## config.mk

```make
export PLATFORM = sky130hd
export DESIGN_NAME = snoop_hold_ctrl
export DESIGN_NICKNAME = d
export VERILOG_FILES = /design/src/rtl/snoop_pkg.sv /design/src/rtl/snoop_hold_tracker.sv /design/src/rtl/snoop_capture.sv /design/src/rtl/snoop_proto_check.sv /design/src/rtl/snoop_hold_ctrl.sv
export SDC_FILE = /design/constraint.sdc
export NUM_CORES = 1
export LEC_CHECK = 0
export ABC_AREA = 1
export BUFFER_PORTS_ARGS = -buffer_cell sky130_fd_sc_hd__clkbuf_2
export CAP_MARGIN = 10
export CORE_UTILIZATION = 40
export DETAILED_ROUTE_END_ITERATION = 10
export GPL_TIMING_DRIVEN = 0
export PLACE_DENSITY = 0.73
export SYNTH_ARGS = -nofsm -noshare
export SYNTH_HDL_FRONTEND = slang
export SYNTH_SLANG_ARGS = --single-unit
```

## constraint.sdc

```tcl
create_clock -name clk -period 1.6 [get_ports clk]
set_input_delay 0.24 -clock clk [delete_from_list [all_inputs] [get_ports clk]]
set_output_delay 0.24 -clock clk [all_outputs]
set_load 0.03 [all_outputs]
```

## src/rtl/snoop_pkg.sv

```systemverilog
package snoop_pkg;

   typedef struct packed {
      logic early;
      logic orphan;
   } snoop_viol_t;

   function automatic int guard_bits(input int min_hold);
      return (min_hold <= 2) ? 1 : $clog2(min_hold);
   endfunction

endpackage

```

## src/rtl/snoop_hold_tracker.sv

```systemverilog
module snoop_hold_tracker #(
   parameter int OE_GROUPS = 2
) (
   input  logic                 clk,
   input  logic                 rst_n,
   input  logic                 hold_i,
   output logic [OE_GROUPS-1:0] addr_oe_o
);

   // One enable flop per pad group, deliberately without reset.
   for (genvar g = 0; g < OE_GROUPS; g++) begin : g_oe
      always_ff @(posedge clk) begin
         addr_oe_o[g] <= !hold_i;
      end
   end

   assert_float_R1: assert property (@(posedge clk) disable iff (!rst_n)
      hold_i |=> (addr_oe_o == '0));

   assert_drive_R2: assert property (@(posedge clk) disable iff (!rst_n)
      !hold_i |=> (&addr_oe_o));

   // no reset qualifier on purpose, hold wins during reset
   assert_reset_float_R3: assert property (@(posedge clk)
      (!rst_n && hold_i) |=> (addr_oe_o == '0));

endmodule

```

## src/rtl/snoop_capture.sv

```systemverilog
module snoop_capture #(
   parameter int LINE_W = 28
) (
   input  logic              clk,
   input  logic              rst_n,
   input  logic              hold_i,
   input  logic              strobe_i,
   input  logic [LINE_W-1:0] line_i,
   output logic              inv_valid_o,
   output logic [LINE_W-1:0] inv_line_o
);

   logic              accept;
   logic              cap_vld;
   logic [LINE_W-1:0] cap_line;

   assign accept = strobe_i && hold_i;

   always_ff @(posedge clk) begin
      if (!rst_n) begin
         cap_vld     <= 1'b0;
         cap_line    <= '0;
         inv_valid_o <= 1'b0;
         inv_line_o  <= '0;
      end else begin
         cap_vld     <= accept;
         inv_valid_o <= cap_vld;
         if (accept)  cap_line   <= line_i;
         if (cap_vld) inv_line_o <= cap_line;
      end
   end

   assert_pulse_due_R5: assert property (@(posedge clk) disable iff (!rst_n)
      (strobe_i && hold_i) |=> ##1 inv_valid_o);

   assert_pulse_source_R5: assert property (@(posedge clk) disable iff (!rst_n)
      (inv_valid_o && $past(rst_n, 2)) |-> $past(strobe_i && hold_i, 2));

   assert_no_orphan_pulse_R7: assert property (@(posedge clk) disable iff (!rst_n)
      (inv_valid_o && $past(rst_n, 2)) |-> $past(hold_i, 2));

endmodule

```

## src/rtl/snoop_proto_check.sv

```systemverilog
module snoop_proto_check
   import snoop_pkg::*;
#(
   parameter int MIN_HOLD = 2
) (
   input  logic        clk,
   input  logic        rst_n,
   input  logic        hold_i,
   input  logic        strobe_i,
   output snoop_viol_t viol_o
);

   localparam int GUARD_W = guard_bits(MIN_HOLD);

   logic early_hit;
   logic orphan_hit;

   assign orphan_hit = strobe_i && !hold_i;

   if (MIN_HOLD > 1) begin : g_guard
      logic [GUARD_W-1:0] guard_q;

      always_ff @(posedge clk) begin
         if (!rst_n) begin
            guard_q <= '0;
         end else if (strobe_i && hold_i) begin
            guard_q <= GUARD_W'(MIN_HOLD - 1);
         end else if (guard_q != '0) begin
            guard_q <= guard_q - 1'b1;
         end
      end

      assign early_hit = (guard_q != '0) && !hold_i;

      assert_early_flag_R8: assert property (@(posedge clk) disable iff (!rst_n)
         (!hold_i && $past(rst_n) && $past(strobe_i && hold_i)) |=> viol_o.early);
   end else begin : g_no_guard
      assign early_hit = 1'b0;
   end

   always_ff @(posedge clk) begin
      if (!rst_n) begin
         viol_o <= '0;
      end else begin
         viol_o.early  <= early_hit;
         viol_o.orphan <= orphan_hit;
      end
   end

   assert_orphan_flag_R7: assert property (@(posedge clk) disable iff (!rst_n)
      (strobe_i && !hold_i) |=> viol_o.orphan);

   assert_orphan_cause_R7: assert property (@(posedge clk) disable iff (!rst_n)
      (viol_o.orphan && $past(rst_n)) |-> $past(strobe_i && !hold_i));

endmodule

```

## src/rtl/snoop_hold_ctrl.sv

```systemverilog
module snoop_hold_ctrl
   import snoop_pkg::*;
#(
   parameter int ADDR_W    = 32,
   parameter int LINE_LSB  = 4,
   parameter int MIN_HOLD  = 2,
   parameter int OE_GROUPS = 2
) (
   input  logic                       clk,
   input  logic                       rst_n,
   input  logic                       addr_hold_i,
   input  logic                       snoop_strobe_i,
   input  logic [ADDR_W-LINE_LSB-1:0] snoop_line_i,
   input  logic                       dat_oe_req_i,
   output logic                       dat_oe_o,
   output logic [OE_GROUPS-1:0]       addr_oe_o,
   output logic                       inv_valid_o,
   output logic [ADDR_W-LINE_LSB-1:0] inv_line_o,
   output logic                       viol_early_o,
   output logic                       viol_orphan_o
);

   localparam int LINE_W = ADDR_W - LINE_LSB;

   if (LINE_LSB < 1 || LINE_LSB >= ADDR_W) begin : g_bad_line
      $error("snoop_hold_ctrl: LINE_LSB out of range");
   end
   if (MIN_HOLD < 1) begin : g_bad_hold
      $error("snoop_hold_ctrl: MIN_HOLD must be at least 1");
   end
   if (OE_GROUPS < 1) begin : g_bad_groups
      $error("snoop_hold_ctrl: OE_GROUPS must be at least 1");
   end

   snoop_viol_t viol;

   // Data drive is never gated by the address hold.
   assign dat_oe_o = dat_oe_req_i;

   snoop_hold_tracker #(
      .OE_GROUPS (OE_GROUPS)
   ) u_tracker (
      .clk       (clk),
      .rst_n     (rst_n),
      .hold_i    (addr_hold_i),
      .addr_oe_o (addr_oe_o)
   );

   snoop_capture #(
      .LINE_W (LINE_W)
   ) u_capture (
      .clk         (clk),
      .rst_n       (rst_n),
      .hold_i      (addr_hold_i),
      .strobe_i    (snoop_strobe_i),
      .line_i      (snoop_line_i),
      .inv_valid_o (inv_valid_o),
      .inv_line_o  (inv_line_o)
   );

   snoop_proto_check #(
      .MIN_HOLD (MIN_HOLD)
   ) u_check (
      .clk      (clk),
      .rst_n    (rst_n),
      .hold_i   (addr_hold_i),
      .strobe_i (snoop_strobe_i),
      .viol_o   (viol)
   );

   assign viol_early_o  = viol.early;
   assign viol_orphan_o = viol.orphan;

   assert_data_free_R4: assert property (@(posedge clk) disable iff (!rst_n)
      addr_hold_i |-> (dat_oe_o == dat_oe_req_i));

endmodule

```

==> flow_summary.toml <==
[yosys]
synth_top_area_share_pct = 54.10
yosysUniqueCellTypes = 10
ys_ff_latch = 61
postSynthCellCount = 313
synth_ff_type = "dfxtp_1"
syn_area_mm2 = 0.002257
yosys_warnings = 0
syn_nets = 346
synth_area_leaders = "dfxtp_1 54%, nor2_1 19%, nand2_1 9.8%"
synthTopCellsByCount = "115 x nor2_1, 61 x dfxtp_1, 59 x nand2_1"
synth-seq-area-share_pct = 54.10
synth_most_common_cell = "nor2_1"
yosysTopAreaCell = "dfxtp_1"
synth_edf_count = 0
synth_area_per_cell_um2 = 7.211
async_flop_share_pct = 0

[drt]
vias = 1996
wl_um = 4886
vias_per_cell = 4.320
drt-initial-drc-count = 84
drc = 0
wire_per_inst_um = 10.58
first_pass_iters = 4
ant_nets = 0

[placed_design]
place_congestion = 0.7450
port_buffers = 64
dp_hpwl_um = 3370

[clocking]
htreeDepth = 3
cts_resized = 0
ctsLongestPathBuffers = 2
tritoncts = "done"
clkTransAtPathRegs_ns = 0.06
ctsHoldBuffers = 0
cts_setup_buffers = 0
cts.sinks = 61
cts_root_buf = "clkbuf_8"
clk_latency_ns = 0.33
numCtsBuffers = 9

[finish]
fill_cells = 537
area_growth_syn_to_layout_pct = 25.94
regArea_mm2 = 0.001221
nNetsFinal = 421
drive_above_1_share_pct = 23.72
n_antenna_cell = 0
postLayoutCoreUtil_pct = 53.94
multi_input_area_um2 = 793.3

[setup_path]
crit_required_ns = 1.36
reg2reg_depth = 5
worstSetupPathType = "reg -> out"
cp_max_fo = 2
arrival_ns = 0.94
end_kind = "primary output"
critPathLaunchType = "flip-flop"

[outcome]
status = "complete, no violations"

[floorplanning]
core_area_mm2 = 0.005270
die-area_mm2 = 0.005947
rows = 26
io_pins = 67
start_util_pct = 42.83
fp.dieH_um = 77.12
die_w_um = 77.12

[sta]
slew_viol_final = 0
worstMarginPinSlew_ns = 0.3926
fmax_mhz = 848.0
fin_tns_setup_ns = 0
clock_skew_ns = 0.003365
min_period_over_period_pct = 73.70
hold_viol_final = 0
rsz0062_at_grt = "false"
setup_violations = 0
period_needed_ns = 1.179
relSlewSlack_pct = 73.83

[grt]
grt_pass1_vias = 1820
grt_max_degree = 11
track_usage_pct = 17.76
grt_first_pass_wirelength_um = 8135
antenna_found_initial = 0
gr-total-overflow = 0

[power_and_ir_drop]
leakage_nw = 1.570
ir_worst_vdd_mv = 0.4466
p_per_area_mw_per_mm2 = 1142

[job]
drv_cap = 0

[min_path]
min_delay_path_depth = 2
hold_class = "in -> reg"
-- metal layers --
layer  routed length (um)  global-route usage (%)  vias up
met3                  302                   5.000        9
met1                 2257                   21.42      861
met4                   89                   9.623        0
met5                    0                       0        -
li1                     -                       -     1075
met2                 2236                   28.41       51
-- critical path, stage by stage (launching register included) --
cell      delay, ns
dfxtp_1        0.33
buf_4          0.10
clkbuf_2       0.19
-- path summary, 6_finish.rpt --
kind,startpoint,endpoint,slack (ns)
worst max-delay path,u_tracker.addr_oe_o[0],addr_oe_o[1],0.42
worst min-delay path,addr_hold_i,u_check.viol_o[0],0.11
worst max register to register,u_capture.cap_vld,u_capture.inv_line_o[14],0.45
worst min register to register,u_capture.cap_line[22],u_capture.inv_line_o[22],0.48
-- kinds of logic after synthesis --
logic type | share of synthesized area (%)
AO/OA/AOI/OAI | 6.208
buffers and inverters | 10.75
flip-flops | 54.10
AND/OR/NAND/NOR | 28.94
-- area by class of cell --
type | instances | share of cell area (%)
buffer | 19 | 4.445
clock buffer | 14 | 6.074
clock inverter | 1 | 0.1761
inverter | 31 | 4.093
multi-input combinational | 202 | 27.90
sequential | 61 | 42.96
tap | 70 | 3.081
timing repair buffer | 64 | 11.27
-- per-stage QoR --
stage	hold WS, ns	power (W)	worst slack (ns)	instance area, um2	cells
after floorplan	0.3124	0.001938	0.6604	2257	313
after global placement	0.4531	0.002057	0.4531	2665	447
after detailed placement	0.4507	0.002067	0.4373	2665	447
after CTS	0.09687	0.003296	0.3971	2843	462
after global routing	0.1126	0.003412	0.3446	2843	462
final	0.1121	0.003246	0.4208	2843	462
-- state kept, by name, indices dropped and copies added (netlist names) --
name	flops
u_capture.cap_line	28
u_capture.cap_vld	1
u_capture.inv_valid_o	1
u_check.viol_o	2
u_tracker.addr_oe_o	1
u_capture.inv_line_o	28
-- placed cells by master (no fill, tap or decap) --
cell type	instances
buf_2	8
buf_4	2
buf_6	5
clkbuf_1	6
clkbuf_2	64
clkbuf_8	12
clkinv_2	1
dfxtp_1	61
inv_1	30
inv_2	1
nand2_1	59
nor2_1	115
o21ai_0	28
-- power by group --
group	switching (W)	internal (W)	total [W]
clock network	0.000537	0.000679	0.00122
logic	0.000247	0.000135	0.000382
registers	0.0000413	0.00161	0.00165
total	0.000825	0.00242	0.00325
Power figures use the tool's default switching activity.
